## src/rtl/lapd_frame_tx.sv

```systemverilog
module lapd_frame_tx #(
  parameter int          ADDR_W = 7,
  parameter logic [5:0]  SAPI   = 6'd14,
  parameter logic        CR     = 1'b1,
  parameter logic [6:0]  TEI    = 7'd0,
  parameter logic [7:0]  CTRL   = 8'h03
) (
  input  logic              clk,
  input  logic              rst_n,
  input  logic              reg_wr,
  input  logic              reg_rd,
  input  logic [7:0]        reg_wdata,
  output logic [7:0]        reg_rdata,
  output logic              irq,
  output logic [ADDR_W-1:0] buf_addr,
  input  logic [7:0]        buf_data,
  input  logic [ADDR_W-1:0] msg_len,
  input  logic              dl_en,
  output logic              dl_bit
);
  localparam int         IW   = ADDR_W + 1;
  localparam logic [7:0] FLAG = 8'h7E;
  localparam logic [7:0] HDR0 = {SAPI, CR, 1'b0};
  localparam logic [7:0] HDR1 = {TEI, 1'b1};
  localparam logic [15:0] POLY_R = 16'h8408;

  typedef enum logic [1:0] {S_IDLE, S_DATA, S_FCS, S_CLOSE} ph_t;

  ph_t              ph;
  logic [3:0]       cnt;
  logic [IW-1:0]    idx;
  logic [2:0]       ones;
  logic [15:0]      crc;
  logic [ADDR_W-1:0] len_q;
  logic             busy, ie, done_sts;
  logic             raw, stuff;
  logic [7:0]       cur_byte;

  logic unused_wbits;
  assign unused_wbits = ^reg_wdata[7:2];

  assign cur_byte = (idx == IW'(0)) ? HDR0 :
                    (idx == IW'(1)) ? HDR1 :
                    (idx == IW'(2)) ? CTRL : buf_data;
  assign buf_addr = (idx < IW'(3)) ? '0 : ADDR_W'(idx - IW'(3));

  always_comb begin
    case (ph)
      S_DATA:  raw = cur_byte[cnt[2:0]];
      S_FCS:   raw = ~crc[cnt];
      default: raw = FLAG[cnt[2:0]];
    endcase
  end

  assign stuff     = (ph != S_IDLE) && (ones == 3'd5);
  assign dl_bit    = stuff ? 1'b0 : raw;
  assign reg_rdata = {4'b0000, done_sts, busy, ie, 1'b0};
  assign irq       = done_sts & ie;

  wire last_data = (idx == IW'(len_q) + IW'(2));
  wire start_ok  = reg_wr && reg_wdata[0] && !busy;
  wire finish    = dl_en && !stuff && (ph == S_CLOSE) && (cnt[2:0] == 3'd7);
  wire [15:0] crc_nx = {1'b0, crc[15:1]} ^ ((crc[0] ^ raw) ? POLY_R : 16'h0000);

  always_ff @(posedge clk) begin
    if (!rst_n) begin
      ph       <= S_IDLE;
      cnt      <= '0;
      idx      <= '0;
      ones     <= '0;
      crc      <= 16'hFFFF;
      len_q    <= '0;
      busy     <= 1'b0;
      ie       <= 1'b0;
      done_sts <= 1'b0;
    end else begin
      if (reg_wr) ie <= reg_wdata[1];
      if (start_ok) begin
        busy  <= 1'b1;
        len_q <= msg_len;
      end
      if (finish) begin
        busy     <= 1'b0;
        done_sts <= 1'b1;
      end else if (reg_rd) begin
        done_sts <= 1'b0;
      end

      if (dl_en) begin
        if (stuff) begin
          ones <= '0;
        end else begin
          if (ph == S_DATA || ph == S_FCS) ones <= raw ? ones + 3'd1 : 3'd0;
          if (ph == S_DATA) crc <= crc_nx;
          case (ph)
            S_IDLE: begin
              if (cnt[2:0] == 3'd7) begin
                cnt <= '0;
                if (busy) begin
                  ph   <= S_DATA;
                  idx  <= '0;
                  crc  <= 16'hFFFF;
                  ones <= '0;
                end
              end else cnt <= cnt + 4'd1;
            end
            S_DATA: begin
              if (cnt[2:0] == 3'd7) begin
                cnt <= '0;
                if (last_data) ph <= S_FCS;
                else           idx <= idx + IW'(1);
              end else cnt <= cnt + 4'd1;
            end
            S_FCS: begin
              if (cnt == 4'd15) begin
                cnt <= '0;
                ph  <= S_CLOSE;
              end else cnt <= cnt + 4'd1;
            end
            default: begin
              if (cnt[2:0] == 3'd7) begin
                cnt <= '0;
                ph  <= S_IDLE;
              end else cnt <= cnt + 4'd1;
            end
          endcase
        end
      end
    end
  end
endmodule

```

## config.mk

```make
export PLATFORM = sky130hd
export DESIGN_NAME = lapd_frame_tx
export DESIGN_NICKNAME = d
export VERILOG_FILES = /design/src/rtl/lapd_frame_tx.sv
export SDC_FILE = /design/constraint.sdc
export NUM_CORES = 1
export LEC_CHECK = 0
export ABC_AREA = 1
export BUFFER_PORTS_ARGS = -buffer_cell sky130_fd_sc_hd__clkbuf_2
export CAP_MARGIN = 20
export CORE_ASPECT_RATIO = 0.7
export CORE_UTILIZATION = 48
export CTS_BUF_LIST = sky130_fd_sc_hd__clkbuf_8
export DETAILED_ROUTE_END_ITERATION = 8
export GPL_ROUTABILITY_DRIVEN = 0
export PLACE_DENSITY = 0.66
export SYNTH_ARGS = -nofsm -noshare
export SYNTH_HDL_FRONTEND = slang
export SYNTH_SLANG_ARGS = --single-unit
export TNS_END_PERCENT = 5
```

## constraint.sdc

```tcl
create_clock -name clk -period 3.5 [get_ports clk]
set_input_delay 0.35 -clock clk [delete_from_list [all_inputs] [get_ports clk]]
set_output_delay 0.35 -clock clk [all_outputs]
set_load 0.02 [all_outputs]
```

# Yosys cells after proc, flatten, opt, wreduce, memory -nomap -nowiden
# Memory sizes are Yosys's and may differ from the RTL's. A register that Yosys moved wholly into a read port is not among the register bits.
# Index checks and enable logic that the tools add are counted.
word_totals:
  ff_bits: 43
  output_inout_bits: 17
  word_cells: 99
  rom_bits: 8
  mem_count: 1
mem_list:
  columns: ["memory", "depth", "width", "rd", "rd_ports_with_merged_regs", "write_ports", "line", "text"]
  rows:
  - ["(name not given)", 8, 1, 1, 1, 0, "51", "default: raw = FLAG[cnt[2:0]];"]
classes:
  magnitude_cmp: 3
  n_mux: 41
  n_addsub: 5
  reduce_logical: 19
  eq_ne: 15
  n_bitwise: 6
ops:
  columns: ["cell", "count"]
  rows:
  - ["16-bit 2-to-1 mux", 5]
  - ["8-bit 2-to-1 mux", 7]
  - ["3-bit 2-to-1 mux", 8]
  - ["8-bit one-hot mux with 2 select lines", 1]
  - ["15-bit by 16-bit bitwise XOR with 16-bit output", 1]
  - ["2-bit 2-to-1 mux", 6]
  - ["4-bit 2-to-1 mux", 3]
  - ["2-bit inequality test, second input constant", 5]
  - ["7-bit by 2-bit adder with 8-bit output, second input constant", 1]
  - ["8-bit by 1-bit adder with 8-bit output, second input constant", 1]
  - ["8-bit by 1-bit == test with 1-bit output, second input constant", 1]
  - ["8-bit by 2-bit == test with 1-bit output, second input constant", 1]
  - ["8-bit == test", 1]
  - ["8-bit logical NOT", 1]
  - ["8-bit by 2-bit less-than comparator with 1-bit output, second input constant", 1]
  - ["8-bit AND reduction", 1]
  - ["2-bit nonzero test", 4]
  - ["7-bit 2-to-1 mux", 1]
  - ["7-bit AND reduction", 1]
  - ["7-bit by 2-bit subtractor with 7-bit output, second input constant", 1]
  - ["3-bit == test, second input constant", 2]
  - ["1-bit logical AND", 6]
  - ["1-bit 2-to-1 mux", 6]
  - ["2-bit one-hot mux with 3 select lines", 1]
  - ["19 further kinds", 23]

# Longest topological paths before layout
depth:
  depth_word: 14
  ltp_mapped: 20
  ltp_nobuf: 20

# Least setup slack after synthesis
# No wires, ideal clock.
synth_path:
  path_type: "reg-to-output"
  from: "reg idx[0]"
  to: "out dl_bit"
  arrival_time_ps: 1664
  path_slack_ps: 1486
  n_path_buf: 0
  required_time_ps: 3150
  path_stages_with_launch: 16
  cell_sequence: "dfxtp_1 > inv_1 > ha_1 > nand2_2 > inv_2 > nand2_4 > nand2_1 > nand2_1 > nand2_1 > inv_1 > nand2_1 > nand3_2 > nand2_2 > nand2_4 > nand2_2 > nor2_1"
synth_via:
  elab_chain_cells: 8
synth_lines:
  columns: ["element", "line", "text"]
  rows:
  - ["start: declaration", "31", "logic [IW-1:0] idx;"]
  - ["start signal: assignment", "111", "else idx <= idx + IW'(1);"]
  - ["8-bit by 2-bit == test with 1-bit output", "44", "(idx == IW'(2)) ? CTRL : buf_data;"]
  - ["8-bit 2-to-1 mux", "44", null]
  - ["8-bit 2-to-1 mux", "43", "(idx == IW'(1)) ? HDR1 :"]
  - ["8-bit 2-to-1 mux (*)", "42", "assign cur_byte = (idx == IW'(0)) ? HDR0 :"]
  - ["1-bit binary-select mux with 3-bit select (*)", "49", "S_DATA: raw = cur_byte[cnt[2:0]];"]
  - ["1-bit 2-to-1 mux (not written as such) (*)", "49", null]
  - ["1-bit one-hot mux with 2 select lines (*)", "48", "case (ph)"]
  - ["1-bit 2-to-1 mux (*)", "56", "assign dl_bit = stuff ? 1'b0 : raw;"]
  - ["end: declaration", "19", "output logic dl_bit"]
# Every way passes the cells marked *; elsewhere a longest branch is shown, timed or not. The select of a mux whose other input is x is not followed.

# Worst setup path in the final report
# Same ends and word-level chain as after synthesis.

==> results_dict.tcl <==
set metrics [dict create \
    syn-cell-area_mm2 0.00284 \
    cts_buffers 5 \
    cts_hold_buf 0 \
    path_clk_slew_ns 0.08 \
    track_usage 0.213 \
    r2r_start "ph[0]$_SDFFE_PN0P_" \
    first_iter_violations 159 \
    grt_pass1_wl_mm 10.4 \
    max_freq_ghz 0.385 \
    area_growth_pct 9.48 \
    hold_path_startpoint "reg_wr" \
    num_io_pins 45 \
    dp_hpwl_mm 4.80 \
    hold_class "input port to flip-flop" \
    numClockSinks 44 \
    place_ws_ns 1.24 \
    status "finished clean" \
    cts_tree "yes" \
    p_leak_uw 0.00154 \
    cts_resized 0 \
    yosys.cell_types.count 43 \
    worst_path_max_delay_cell "dfxtp_1" \
    synth_xor_area_frac 0.0524 \
    path_buf_inv 2 \
    wire_per_inst_um 11.9 \
    fp.dieArea_mm2 0.00623 \
    grt_antenna_before_repair 0 \
    fin_tns_setup_ns 0 \
    row_count 23 \
    worst_ep_arrival_time_ns 2.24 \
    hold_violations 0 \
    crit_required_ns 3.15 \
    r2r_setup_slack_ns 1.28 \
    final_antenna_net_count 0 \
    htreeDepth 2 \
    synth.top_cells.by_area "dfxtp_1, nand2_1, nand3_1" \
    fin_ws_ns 0.906 \
    cts_setup_buffers 0 \
    worstSkewPairLatency_ns 0.29 \
    min_to "ie$_SDFFE_PN0P_" \
    path_depth 12 \
    vdd.ir_drop.worst_uv 257 \
    drcViolationCount 0 \
    antenna_cells 0 \
    yosys_register_bits 44 \
    cp_max_fo 7 \
    postSynthAreaPerCell_um2 6.87 \
    r2r_cells 15 \
    grt_pass1_vias 2223 \
    yosysSeqAreaShare 0.310 \
    p_per_area_mw_per_mm2 321 \
    core-area_mm2 0.00573 \
    start_util 0.496 \
    crit_type "flip-flop to output pin" \
    critPathTopFamily "simple AND/OR/NAND/NOR gates" \
    use_met3 0.0517 \
    drive_above_1_share 0.152 \
    synth.largest_area_cell "dfxtp_1" \
    skew_ns 0.00399 \
    reg2reg_to "idx[5]$_SDFFE_PN0P_" \
    vias 2582 \
    clk_path_buf_depth 2 \
    wl_mm 6.15 \
    yosysWarnings 0 \
    slowest_delay_ns 0.51 \
    worst_hold_slack_ns 0.261 \
    path_cells "inv_1, ha_1, nand2_2, nor2_2, nor3_1, nor2_1, nor2_1, nand2_2, nand2_4, nand2_2, nor2_1, clkbuf_2" \
    via_per_inst 5.01 \
    final_nets 482 \
    postSynthCellCount 413 \
    min_path_cells 2 \
    post-route-period-util 0.741 \
    cap_violations 0 \
    grt_use_met2 0.306 \
    grt-busiest-layer "met1" \
    slew_violations 0 \
    finalCriticalPeriod_ns 2.59 \
    synthMuxAreaShare 0.00705 \
    cp-end-kind "output pin" \
    dieWidth_um 93.9 \
    drt-pass1-iter-count 4 \
    post-place-cells 508 \
    final-setup-viol-count 0 \
    synth_top_area_frac 0.310 \
    die_y_um 66.3 \
    synth_top_family_by_area "simple AND/OR/NAND/NOR gates" \
    final_cells 515 \
    synthAdderAreaFrac 0.0617 \
    rsz0062_at_grt "no" \
    overflow 0 \
    synth_compound_area_frac 0.147 \
    io_buffers 33 \
    grtUsageMet1 0.316 \
    synth-simple-area-share 0.308 \
    critPathLaunchType "flip-flop" \
    cts-root-buf "clkbuf_8" \
    grt_max_degree 18 \
    fillerInstances 562 \
]
## metal layers
layer  share of wire  vias up  wire [um]
met4          0.0044        0         27
li1                -     1383          -
met1            0.54     1130       3340
met3           0.059        2        365
met2            0.39       67       2420
met5               0        -          0
## sequential cells by signal (all words and copies together) (netlist names), named ones only
name	flops
done_sts	1
cnt	4
ph	2
busy	1
len_q	7
crc	16
ones	3
idx	8
ie	1
## cells by family (layout without fill, tap and decap cells)
kind of cell               count (synthesis)  count (layout)
adders and majority gates                 14              14
AOI/OAI and AO/OA                         68              68
muxes                                      2               2
other                                      1               5
and+or+nand+nor                          195             195
buffers and inverters                     72              95
DFF                                       44              44
xor gates and xnor gates                  17              17
## layout make-up
type,count,area [um2],share of cell area
clock buffers,7,96.3,0.0310
inverters,52,195,0.0628
multi-input cells,301,1650,0.532
flip-flops and latches,44,881,0.283
well taps,75,93.8,0.0302
repair buffers,36,188,0.0604
## how the worst max path moves through the flow
stage	start	end	slack [ns]
2_1_floorplan	idx[0]$_SDFFE_PN0P_	dl_bit	1.49
3_3_place_gp	idx[0]$_SDFFE_PN0P_	dl_bit	1.28
3_5_place_dp	idx[0]$_SDFFE_PN0P_	dl_bit	1.24
4_1_cts	idx[0]$_SDFFE_PN0P_	dl_bit	0.90
5_1_grt	idx[0]$_SDFFE_PN0P_	dl_bit	0.67
6_report	idx[0]$_SDFFE_PN0P_	dl_bit	0.91
## Yosys cell counts (all sizes together)
master	count
a211o	1
a211oi	4
a21boi	2
a21oi	27
a221oi	1
a22oi	1
a31oi	1
and3	1
buf	14
clkbuf	6
conb	1
dfxtp	44
ha	14
inv	52
mux2i	2
nand2	94
nand3	39
nand4	6
nor2	46
nor3	7
o211ai	6
o21a	1
o21ai	22
o21bai	1
o221ai	1
or2	1
or3	1
xnor2	3
xor2	14
## metrics by stage
step	util	instance area (um2)	power (uW)
2_1_floorplan	-	2850	637
3_3_place_gp	0.526	3010	666
3_5_place_dp	0.526	3010	668
4_1_cts	0.543	3110	1010
5_1_grt	0.543	3110	1040
6_report	0.543	3110	999
## worst reg2reg max path: cells and delay by family (launching register included)
family	cells	cell delay, ns
AND/OR/NAND/NOR	7	0.70
buffers and inverters	5	0.54
flip-flops	1	0.35
AO/OA/AOI/OAI	2	0.35
adder cells (fa/ha/maj)	1	0.22
## cell usage in the layout (no fill, tap or decap), types with 3 or more instances in the layout
| cell type | Yosys | final |
|---|---|---|
| a211oi_1 | 4 | 4 |
| a21oi_1 | 25 | 25 |
| buf_4 | 10 | 3 |
| clkbuf_2 | 0 | 33 |
| clkbuf_8 | 0 | 7 |
| conb_1 | 1 | 5 |
| dfxtp_1 | 44 | 44 |
| ha_1 | 14 | 14 |
| inv_1 | 46 | 46 |
| inv_2 | 6 | 6 |
| nand2_1 | 86 | 86 |
| nand2_2 | 5 | 5 |
| nand2_4 | 3 | 3 |
| nand3_1 | 37 | 37 |
| nand4_1 | 6 | 6 |
| nor2_1 | 43 | 43 |
| nor3_1 | 6 | 6 |
| o211ai_1 | 6 | 6 |
| o21ai_0 | 18 | 18 |
| o21ai_1 | 3 | 3 |
| xnor2_1 | 3 | 3 |
| xor2_1 | 14 | 14 |
## where the power goes
part	total, uW	internal [uW]	switching (uW)
Combinational	130	48.9	80.7
Sequential	527	514	13.0
Clock	342	176	166
Total	999	739	260
Note: power is estimated with default switching activity, not from simulation.
